<file path="src/rtl/lenient_merge.sv">
module lenient_merge #(
  parameter int N = 2,
  parameter int W = 16
) (
  input  logic           clk,
  input  logic           rst_n,
  input  logic [N-1:0]   in_valid,
  input  logic [N-1:0]   in_pred,
  input  logic [N*W-1:0] in_data,
  output logic [N-1:0]   in_ready,
  output logic           out_valid,
  input  logic           out_ready,
  output logic [W-1:0]   out_data
);
  logic [N-1:0] done_q;
  logic [N-1:0] take;
  logic [N-1:0] done_nx;
  logic [W-1:0] pick;
  logic         space;
  logic         fire;

  assign space    = !out_valid || out_ready;
  assign in_ready = ~done_q & (~in_pred | {N{space}});
  assign take     = in_valid & in_ready;
  assign fire     = |(take & in_pred);
  assign done_nx  = done_q | take;

  always_comb begin
    pick = '0;
    for (int i = 0; i < N; i++)
      if (take[i] && in_pred[i]) pick = pick | in_data[i*W +: W];
  end

  always_ff @(posedge clk) begin
    if (!rst_n) begin
      done_q    <= '0;
      out_valid <= 1'b0;
      out_data  <= '0;
    end else begin
      done_q <= (&done_nx) ? '0 : done_nx;
      if (fire) begin
        out_valid <= 1'b1;
        out_data  <= pick;
      end else if (out_ready) begin
        out_valid <= 1'b0;
      end
    end
  end
endmodule


</file>
<file path="config.mk">
export PLATFORM = sky130hd
export DESIGN_NAME = lenient_merge
export DESIGN_NICKNAME = d
export VERILOG_FILES = /design/src/rtl/lenient_merge.sv
export SDC_FILE = /design/constraint.sdc
export NUM_CORES = 1
export LEC_CHECK = 0
export BUFFER_PORTS_ARGS = -buffer_cell sky130_fd_sc_hd__buf_2
export CAP_MARGIN = 20
export CORE_MARGIN = 5
export CORE_UTILIZATION = 40
export CTS_BUF_LIST = sky130_fd_sc_hd__clkbuf_4
export DETAILED_ROUTE_END_ITERATION = 16
export PLACE_DENSITY = 0.8
export SYNTH_ARGS = -nofsm -noshare
export SYNTH_HDL_FRONTEND = slang
export SYNTH_SLANG_ARGS = --single-unit
</file>
<file path="constraint.sdc">
create_clock -name clk -period 2 [get_ports clk]
set_clock_uncertainty 0.15 [all_clocks]
set_input_delay 0.1 -clock clk [delete_from_list [all_inputs] [get_ports clk]]
set_output_delay 0.1 -clock clk [all_outputs]
set_load 0.02 [all_outputs]
</file>
==> results of run 1 <==
## synth_stat cells
cell / number
a21o_4: 1
a21oi_1: 4
a222oi_1: 16
buf_2: 2
buf_6: 2
clkbuf_1: 1
clkinv_1: 1
dfxtp_1: 19
nand2_1: 3
nand3b_4: 2
nor2_1: 18
nor2_2: 2
nor2b_4: 1
nor3b_1: 2
## power by group through the flow
stage / clock network [uW] / registers [uW] / logic (uW)
after CTS: 210 / 420 / 250
after floorplan: 0 / 459 / 92.3
after global routing: 223 / 424 / 275
after detailed placement: 0 / 429 / 200
final: 212 / 421 / 254
after global placement: 0 / 427 / 196
## per-stage QoR
| stage | util | cell area, sq um |
|---|---|---|
| 4_1_cts | 0.746 | 1420 |
| 5_1_grt | 0.747 | 1420 |
| 3_5_place_dp | 0.557 | 1060 |
| 6_report | 0.747 | 1420 |
| 2_1_floorplan | - | 776 |
| 3_3_place_gp | 0.557 | 1060 |
## worst register-to-register path, cell delays in order, from the launching register on
cell and delay [ns]:
dfxtp_1 0.34, nand3b_4 0.17, nor2_2 0.52, a222oi_1 0.24, nor2_1 0.15
## sequential cells by signal, summed over array words and instances (netlist names)
signal	flops
done_q	2
out_data	16
out_valid	1
## area by class of cell
class                   count  area (sq um)
clock buffers               4          30.0
multi-input cells          49           355
fillers                   141           480
diodes                      1          2.50
flip-flops and latches     19           380
well taps                  27          33.8
repair buffers             90           616
inverters                   1          3.75
## cell families after synthesis
logic type,after synthesis
AOI/OAI and AO/OA,21
DFF,19
buffers and inverters,6
and+or+nand+nor,28
## layer usage
metal  track usage  share of wire
met3        0.0166          0.069
met5             0              0
met4         0.108          0.024
met2         0.389           0.54
met1         0.218           0.37
## worst paths after layout
path	startpoint	to	slack (ns)	cells after the start
setup / recovery	out_ready	out_data[11]	0.35	6
hold / removal	in_valid[1]	done_q[1]	0.02	3
setup reg to reg	done_q[1]	out_data[11]	0.36	4
hold reg to reg	out_data[10]	out_data[10]	0.36	2
==> results.sh, run 1 <==
export IMPL_status="finished clean"
export IMPL_slowest_stage="nor2_2"
export IMPL_cts_resized=0
export IMPL_crit_buf_inv=2
export IMPL_critPathMaxFanout=16
export IMPL_max_cap_viol_count=0
export IMPL_postSynthAreaPerCell_sq_um=10.5
export IMPL_numClockSinks=19
export IMPL_layout_nets=203
export IMPL_row_count=16
export IMPL_cp_end_kind="flop"
export IMPL_pre_cts_slack_ns=0.440
export IMPL_critical_path_class="in -> reg"
export IMPL_grt_pass1_vias=985
export IMPL_synth_top_area_frac=0.490
export IMPL_seq_area_frac_synth=0.490
export IMPL_power_switching_uw=260
export IMPL_layout_drive_gt1_share=0.411
export IMPL_relSlewSlack=0.560
export IMPL_p_per_area_nw_per_um2=624
export IMPL_core_region_area_sq_um=1900
export IMPL_p_int_uw=627
export IMPL_fp_dieH_um=54.0
export IMPL_path_delay_family="simple AND/OR/NAND/NOR gates"
export IMPL_synth_mux_area_fraction=0
export IMPL_clk_pin_slew_ns=0.11
export IMPL_worst_pin_slew_ns=0.659
export IMPL_io_pins=58
export IMPL_slew_viol_final=0
export IMPL_holdBufCountCts=33
export IMPL_timing_hold_ws_ns=0.0235
export IMPL_synth_compound_area_frac=0.252
export IMPL_layout_common_cells="buf_2, dlygate4sd3_1, dfxtp_1"
export IMPL_area_growth_syn_to_layout_pct=83.2
export IMPL_root_buffer="clkbuf_4"
export IMPL_syn_nets=113
export IMPL_drtPass1Iterations=7
export IMPL_ant_nets=0
export IMPL_p_comb_frac=0.287
export IMPL_dp_hpwl_um=1690
export IMPL_insertion_delay_ns=0.30
export IMPL_synth_cell_type_count=14
export IMPL_worstPathRequired_ns=2.08
export IMPL_finalHoldViolations=0
export IMPL_synth_adder_area_share=0
export IMPL_cts_made_buffers=3
export IMPL_final_setup_viol_count=0
export IMPL_synth_xor_area_share=0
export IMPL_grtUsageTotal=0.204
export IMPL_placedCellCount=153
export IMPL_cts_tree="done"
export IMPL_ys_warn_count=0
export IMPL_cts_buffer_depth=2
export IMPL_critPathMaxStageDelay_ns=0.53
export IMPL_p_clk_frac=0.239
export IMPL_vdd_drop_max_uv=465
export IMPL_port_buffers=57
export IMPL_hold_path_class="in -> reg"
export IMPL_synth_top_family_by_area="compound AO/OA/AOI/OAI gates"
export IMPL_cp_data_arrival_time_ns=1.72
export IMPL_netlist_area_sq_um=776
export IMPL_synthTopCellsByArea="dfxtp_1, a222oi_1, nor2_1, nand3b_4, buf_6"
export IMPL_wl_per_cell_um=15.1
export IMPL_initial_core_util=0.408
export IMPL_overflow=0
export IMPL_die_w_um=54.0
export IMPL_routed_wl_um=2890
export IMPL_crit_chain="dlygate4sd3_1, buf_2, nor2b_4, nor2_2, a222oi_1, nor2_1"
export IMPL_die_area_sq_um=2920
export IMPL_startpoint_type="input port"
export IMPL_synthSimpleGateAreaFrac=0.206
export IMPL_grt_start_max_net_pins=20
export IMPL_grt_pass1_wl_um=4280
export IMPL_p_leak_uw=0.000684
export IMPL_syn_inst=74
export IMPL_layoutNonFillerInstCount=191
export IMPL_cts_max_level=1
export IMPL_drtIter0Drc=97
export IMPL_tns_ns=0
export IMPL_viasPerCell=5.16
export IMPL_min_period_over_period=0.824
export IMPL_total_power_uw=887
export IMPL_p_sw_frac=0.293
export IMPL_drc=0
export IMPL_ys_ff_latch=19
export IMPL_antenna_found_initial=1
export IMPL_vias=986
export IMPL_final_common_cell="buf_2"
export IMPL_p_seq_frac=0.475
export IMPL_setup_ws_ns=0.352
export IMPL_synth_area_leader_cell="dfxtp_1"
export IMPL_rsz0062_at_grt="false"
export IMPL_fmax_mhz=607
export IMPL_cts_setup_buffers=0
export IMPL_fin_crit_ns=1.65
export IMPL_globalplace_congestion=0.791
No activity file was read; power rests on OpenSTA's default activity.
==> run 2: changes to the inputs <==
- CORE_UTILIZATION: 40 -> 36
- PLACE_DENSITY: 0.8 -> 0.76
- clock period: 2 -> 1.45 ns (I/O delays scaled with it)
==> run 2 against run 1 <==
Effect of this change:
- the run now ends with negative setup slack left
- first-iteration DRC count increased by 18%
- final area increased by 4.5%
- power increased by 39%
- routed wire length increased by 3.6%
- sequential share of layout area decreased by 0.90 points
- clock-buffer cell count unchanged
- setup slack got worse by 0.38 ns
- combinational power increased by 45%
==> results.sh, run 2 (synthesis gave the netlist of run 1 again) <==
export IMPL_status="complete, but fails checks"
export IMPL_violations="negative setup slack"
export IMPL_io_pins=58
export IMPL_rsz0062_at_grt="true"
export IMPL_cts_setup_buffers=0
export IMPL_fin_crit_ns=1.48
export IMPL_drtPass1Iterations=7
export IMPL_fillers=140
export IMPL_regMostFlops="out_data"
export IMPL_critPathMaxFanout=6
export IMPL_vdd_drop_max_uv=523
export IMPL_vias=996
export IMPL_insertion_delay_ns=0.29
export IMPL_grt_start_max_net_pins=17
export IMPL_ant_nets=0
export IMPL_worst_pin_slew_ns=0.370
export IMPL_drc=0
export IMPL_area_growth_syn_to_layout_pct=91.5
export IMPL_fmax_mhz=677
export IMPL_worstPathRequired_ns=1.23
export IMPL_setup_ws_ns=-0.0274
export IMPL_routed_wl_um=2990
export IMPL_p_per_area_nw_per_um2=831
export IMPL_critical_path_class="reg -> out"
export IMPL_cts_max_level=1
export IMPL_cp_end_kind="primary output"
export IMPL_timing_hold_ws_ns=0.0308
export IMPL_startpoint_type="flop"
export IMPL_cts_tree="done"
export IMPL_final_setup_viol_count=2
export IMPL_die_area_sq_um=3180
export IMPL_die_w_um=56.4
export IMPL_tns_ns=-0.0422
export IMPL_numClockSinks=19
export IMPL_reg_largest_list="out_data: 16 flops, done_q: 2 flops, out_valid: 1 flops"
export IMPL_row_count=16
export IMPL_root_buffer="clkbuf_4"
export IMPL_largest_reg_flops=16
export IMPL_layout_common_cells="buf_2, dlygate4sd3_1, nor2_1, dfxtp_1, a222oi_1"
export IMPL_final_common_cell="buf_2"
export IMPL_p_leak_uw=0.000710
export IMPL_relSlewSlack=0.753
export IMPL_finalHoldViolations=0
export IMPL_core_region_area_sq_um=2000
export IMPL_dp_hpwl_um=1720
export IMPL_antenna_found_initial=0
export IMPL_grtUsageTotal=0.189
export IMPL_hold_path_class="in -> reg"
export IMPL_layout_nets=207
export IMPL_fp_dieH_um=56.4
export IMPL_layout_drive_gt1_share=0.431
export IMPL_cp_data_arrival_time_ns=1.25
export IMPL_max_cap_viol_count=0
export IMPL_grt_pass1_wl_um=4690
export IMPL_cts_buffer_depth=2
export IMPL_overflow=0
export IMPL_globalplace_congestion=0.717
export IMPL_slew_viol_final=0
export IMPL_clk_pin_slew_ns=0.11
export IMPL_cts_made_buffers=3
export IMPL_initial_core_util=0.388
export IMPL_drtIter0Drc=114
export IMPL_min_period_over_period=1.02
export IMPL_port_buffers=57
export IMPL_wl_per_cell_um=15.3
export IMPL_grt_pass1_vias=1020
export IMPL_viasPerCell=5.11
[run 2: changes by cell type in the layout (fill, tap and decap cells not counted), moves of 2 or more]
| cell | before | now |
|---|---|---|
| nor2_4 | 0 | 2 |
| dlygate4sd3_1 | 33 | 35 |
| buf_4 | 0 | 2 |
| nor2_2 | 2 | 0 |
[run 2: path summary, 6_finish.rpt]
kind           startpoint           end  slack, ns  cells past startpoint
min           in_valid[1]     out_valid       0.03                      5
min reg2reg  out_data[10]  out_data[10]       0.36                      2
max             out_valid   in_ready[1]      -0.03                      4
max reg2reg     out_valid   out_data[8]      -0.01                      4
[run 2: per-stage QoR]
step,std cells,utilization,total power (uW),area [sq um],setup slack [ns]
after floorplan,74,-,760,779,-0.0252
after detailed placement,155,0.538,870,1080,-0.0564
after global placement,155,0.538,865,1080,-0.0308
final,195,0.742,1230,1490,-0.0274
after global routing,194,0.741,1290,1480,-0.0889
after CTS,194,0.738,1240,1480,-0.0368
[run 2: critical path: stages, from the launching register on]
cell and delay, ns:
dfxtp_4 0.35, nor2b_4 0.27, buf_6 0.15, a21oi_2 0.04, buf_4 0.15
[run 2: routing by layer]
layer | vias to the layer above | global-route usage | part of all wire
met3 | 10 | 0.0252 | 0.048
met4 | 0 | 0.136 | 0.037
met2 | 47 | 0.353 | 0.56
met5 | - | 0 | 0
li1 | 480 | - | -
met1 | 459 | 0.186 | 0.36
[run 2: cell type report]
cell class | count | area (sq um) | share of cell area
Inverter | 1 | 3.75 | 0.00253
Clock buffer | 4 | 30.0 | 0.0202
Antenna cell | 1 | 2.50 | 0.00168
Timing Repair Buffer | 94 | 657 | 0.442
Sequential cell | 19 | 384 | 0.259
Multi-Input combinational cell | 49 | 374 | 0.252
Tap cell | 27 | 33.8 | 0.0227
[run 2: report_power, final]
group | leakage, uW | internal [uW] | switching (uW) | total, uW
Sequential | 0.000157 | 560 | 19.4 | 579
Clock | 0.0000184 | 126 | 160 | 286
Combinational | 0.000535 | 190 | 179 | 368
[run 2: repair_timing]
action / CTS / global route
endpoints found under the hold margin: 18 / 0
pin swaps: 2 / 6
endpoints found under the setup margin: 17 / 19
resized for setup: 5 / 1
hold buffers: 35 / 0
==> run 3: changes to the inputs <==
--- a/config.mk
+++ b/config.mk
@@ -14,2 +14,4 @@
 export PLACE_DENSITY = 0.76
+export SETUP_SLACK_MARGIN = 0.4
+export SLEW_MARGIN = 15
 export SYNTH_ARGS = -nofsm -noshare
--- a/constraint.sdc
+++ b/constraint.sdc
@@ -4,2 +4,2 @@
 set_output_delay 0.0725 -clock clk [all_outputs]
-set_load 0.02 [all_outputs]
+set_load 0.05 [all_outputs]
==> run 3 against run 2 <==
Effect of this change:
- register-to-register slack got worse by 0.06 ns
- via count decreased by 6.1%
- final area decreased by 2.2%
- the flow finishes with violations (negative hold slack, negative setup slack)
- critical path depth increased by 1
- highest routed layer unchanged
- routed wire length is 1.9% higher
- global-route usage down 1.6 points
- worst hold slack worse by 0.15 ns
==> results.sh, run 3 (synthesis gave the netlist of run 1 again) <==
export IMPL_final_common_cell="buf_2"
export IMPL_regMostFlops="out_data"
export IMPL_ant_nets=0
export IMPL_critPathMaxFanout=8
export IMPL_r2r_end="out_data[7]"
export IMPL_cts_made_buffers=3
export IMPL_cts_tree="done"
export IMPL_hold_path_class="in -> reg"
export IMPL_viasPerCell=5.50
export IMPL_critical_path_class="reg -> reg"
export IMPL_status="complete, but fails checks"
export IMPL_port_buffers=57
export IMPL_multi_input_area_sq_um=427
export IMPL_worst_pin_slew_ns=0.384
export IMPL_crit_chain="nor2b_4, buf_6, nor2_4, a222oi_1, nor2_1"
export IMPL_die_w_um=56.4
export IMPL_relSlewSlack=0.743
export IMPL_r2r_start="out_valid"
export IMPL_path_delay_family="simple AND/OR/NAND/NOR gates"
export IMPL_slew_viol_final=0
export IMPL_vias=935
export IMPL_largest_reg_flops=16
export IMPL_wl_met2_um=1650
export IMPL_reg2reg_setup_slack_ns=-0.07
export IMPL_row_count=16
export IMPL_layout_common_cells="buf_2, nor2_1, dfxtp_2"
export IMPL_antenna_found_initial=0
export IMPL_slowest_stage="dfxtp_4"
export IMPL_cp_data_arrival_time_ns=1.56
export IMPL_fp_dieH_um=56.4
export IMPL_met3_length_um=135
export IMPL_vdd_drop_max_uv=614
export IMPL_insertion_delay_ns=0.30
export IMPL_fin_crit_ns=1.52
export IMPL_drc=0
export IMPL_globalplace_congestion=0.703
export IMPL_die_area_sq_um=3180
export IMPL_p_leak_uw=0.000669
export IMPL_reg_largest_list="out_data: 16 flops, done_q: 2 flops, out_valid: 1 flops"
export IMPL_rsz0062_at_grt="true"
export IMPL_cts_buffer_depth=2
export IMPL_grt_pass1_vias=968
export IMPL_min_period_over_period=1.05
export IMPL_finalHoldViolations=19
export IMPL_crit_buf_inv=1
export IMPL_drtIter0Drc=69
export IMPL_grtUsageTotal=0.172
export IMPL_cp_endpoint="out_data[7]"
export IMPL_wl_met1_um=1120
export IMPL_design_area_sq_um=1450
export IMPL_root_buffer="clkbuf_4"
export IMPL_dp_hpwl_um=1810
export IMPL_numClockSinks=19
export IMPL_timing_hold_ws_ns=-0.121
export IMPL_routed_wl_um=3050
export IMPL_io_pins=58
export IMPL_worstPathRequired_ns=1.48
export IMPL_grt_start_max_net_pins=17
export IMPL_initial_core_util=0.388
export IMPL_layout_drive_gt1_share=0.706
export IMPL_area_growth_syn_to_layout_pct=87.3
export IMPL_max_cap_viol_count=0
export IMPL_overflow=0
export IMPL_num_antenna_cells=0
export IMPL_worstSetupStartpoint="out_valid"
export IMPL_wl_per_cell_um=17.9
export IMPL_final_setup_viol_count=6
export IMPL_cp_end_kind="flop"
export IMPL_placed_area_sq_um=1100
export IMPL_top_layer="met4"
export IMPL_fillers=143
export IMPL_cp_depth=5
export IMPL_r2r_cells=5
export IMPL_startpoint_type="flop"
export IMPL_critPathMaxStageDelay_ns=0.36
export IMPL_violations="negative hold slack, negative setup slack"
export IMPL_seqCellArea_sq_um=405
export IMPL_setup_ws_ns=-0.0745
export IMPL_layout_nets=183
export IMPL_clk_pin_slew_ns=0.11
export IMPL_cts_max_level=1
export IMPL_fmax_mhz=656
export IMPL_grt_pass1_wl_um=4430
export IMPL_p_per_area_nw_per_um2=958
export IMPL_drtPass1Iterations=5
export IMPL_core_region_area_sq_um=2000
==> run 3: final cells by class <==
cell class                 count  share of cell area
timing repair buffer          68               0.381
multi-input combinational     51               0.294
sequential                    19               0.279
tap                           27              0.0233
clock buffer                   4              0.0207
inverter                       1             0.00258
==> run 3: power breakdown <==
part	internal, uW	switching [uW]	total, uW
registers	567	35.5	603
clock network	126	166	292
logic	221	276	496
==> run 3: per-stage QoR <==
stage	TNS (ns)	setup slack, ns	instances	total power [uW]	util
2_1_floorplan	-0.801	-0.0805	74	859	-
3_3_place_gp	-0.554	-0.0525	155	962	0.551
3_5_place_dp	-1.48	-0.112	155	971	0.551
4_1_cts	-0.00898	-0.00571	166	1330	0.669
5_1_grt	-1.34	-0.148	170	1460	0.726
6_report	-0.170	-0.0745	170	1390	0.726
==> run 3: worst reg2reg max path, delay by kind of cell, from the launching register on <==
kind	cells	cell delay [ns]
flops	1	0.36
compound gates	1	0.33
simple gates	3	0.42
buf+inv	1	0.16
==> run 3: what timing repair did <==
item                                    in CTS  in global routing
hold endpoints to repair                    18                 19
endpoints found under the setup margin      37                 38
setup buffers                                2                  2
gates resized for setup                     50                 26
cloned                                       2                  0
hold buffers                                 3                  2
pin swaps                                   15                 10
==> run 3: worst min-delay path by stage <==
stage,end,startpoint,cells past startpoint,slack (ns)
floorplan,out_data[10],in_data[10],2,0.09
global placement,out_data[11],in_data[11],3,0.18
detailed placement,out_data[5],in_data[5],3,0.19
CTS,out_data[9],in_data[9],3,-0.11
global route,out_data[10],in_data[26],3,-0.12
finish,out_data[9],in_data[9],3,-0.12
==> run 3: per-layer routing <==
metal / GRT usage / up-vias
li1: - / 433
met4: 0.0983 / 0
met2: 0.305 / 35
met3: 0.0252 / 12
met1: 0.194 / 455
met5: 0 / -
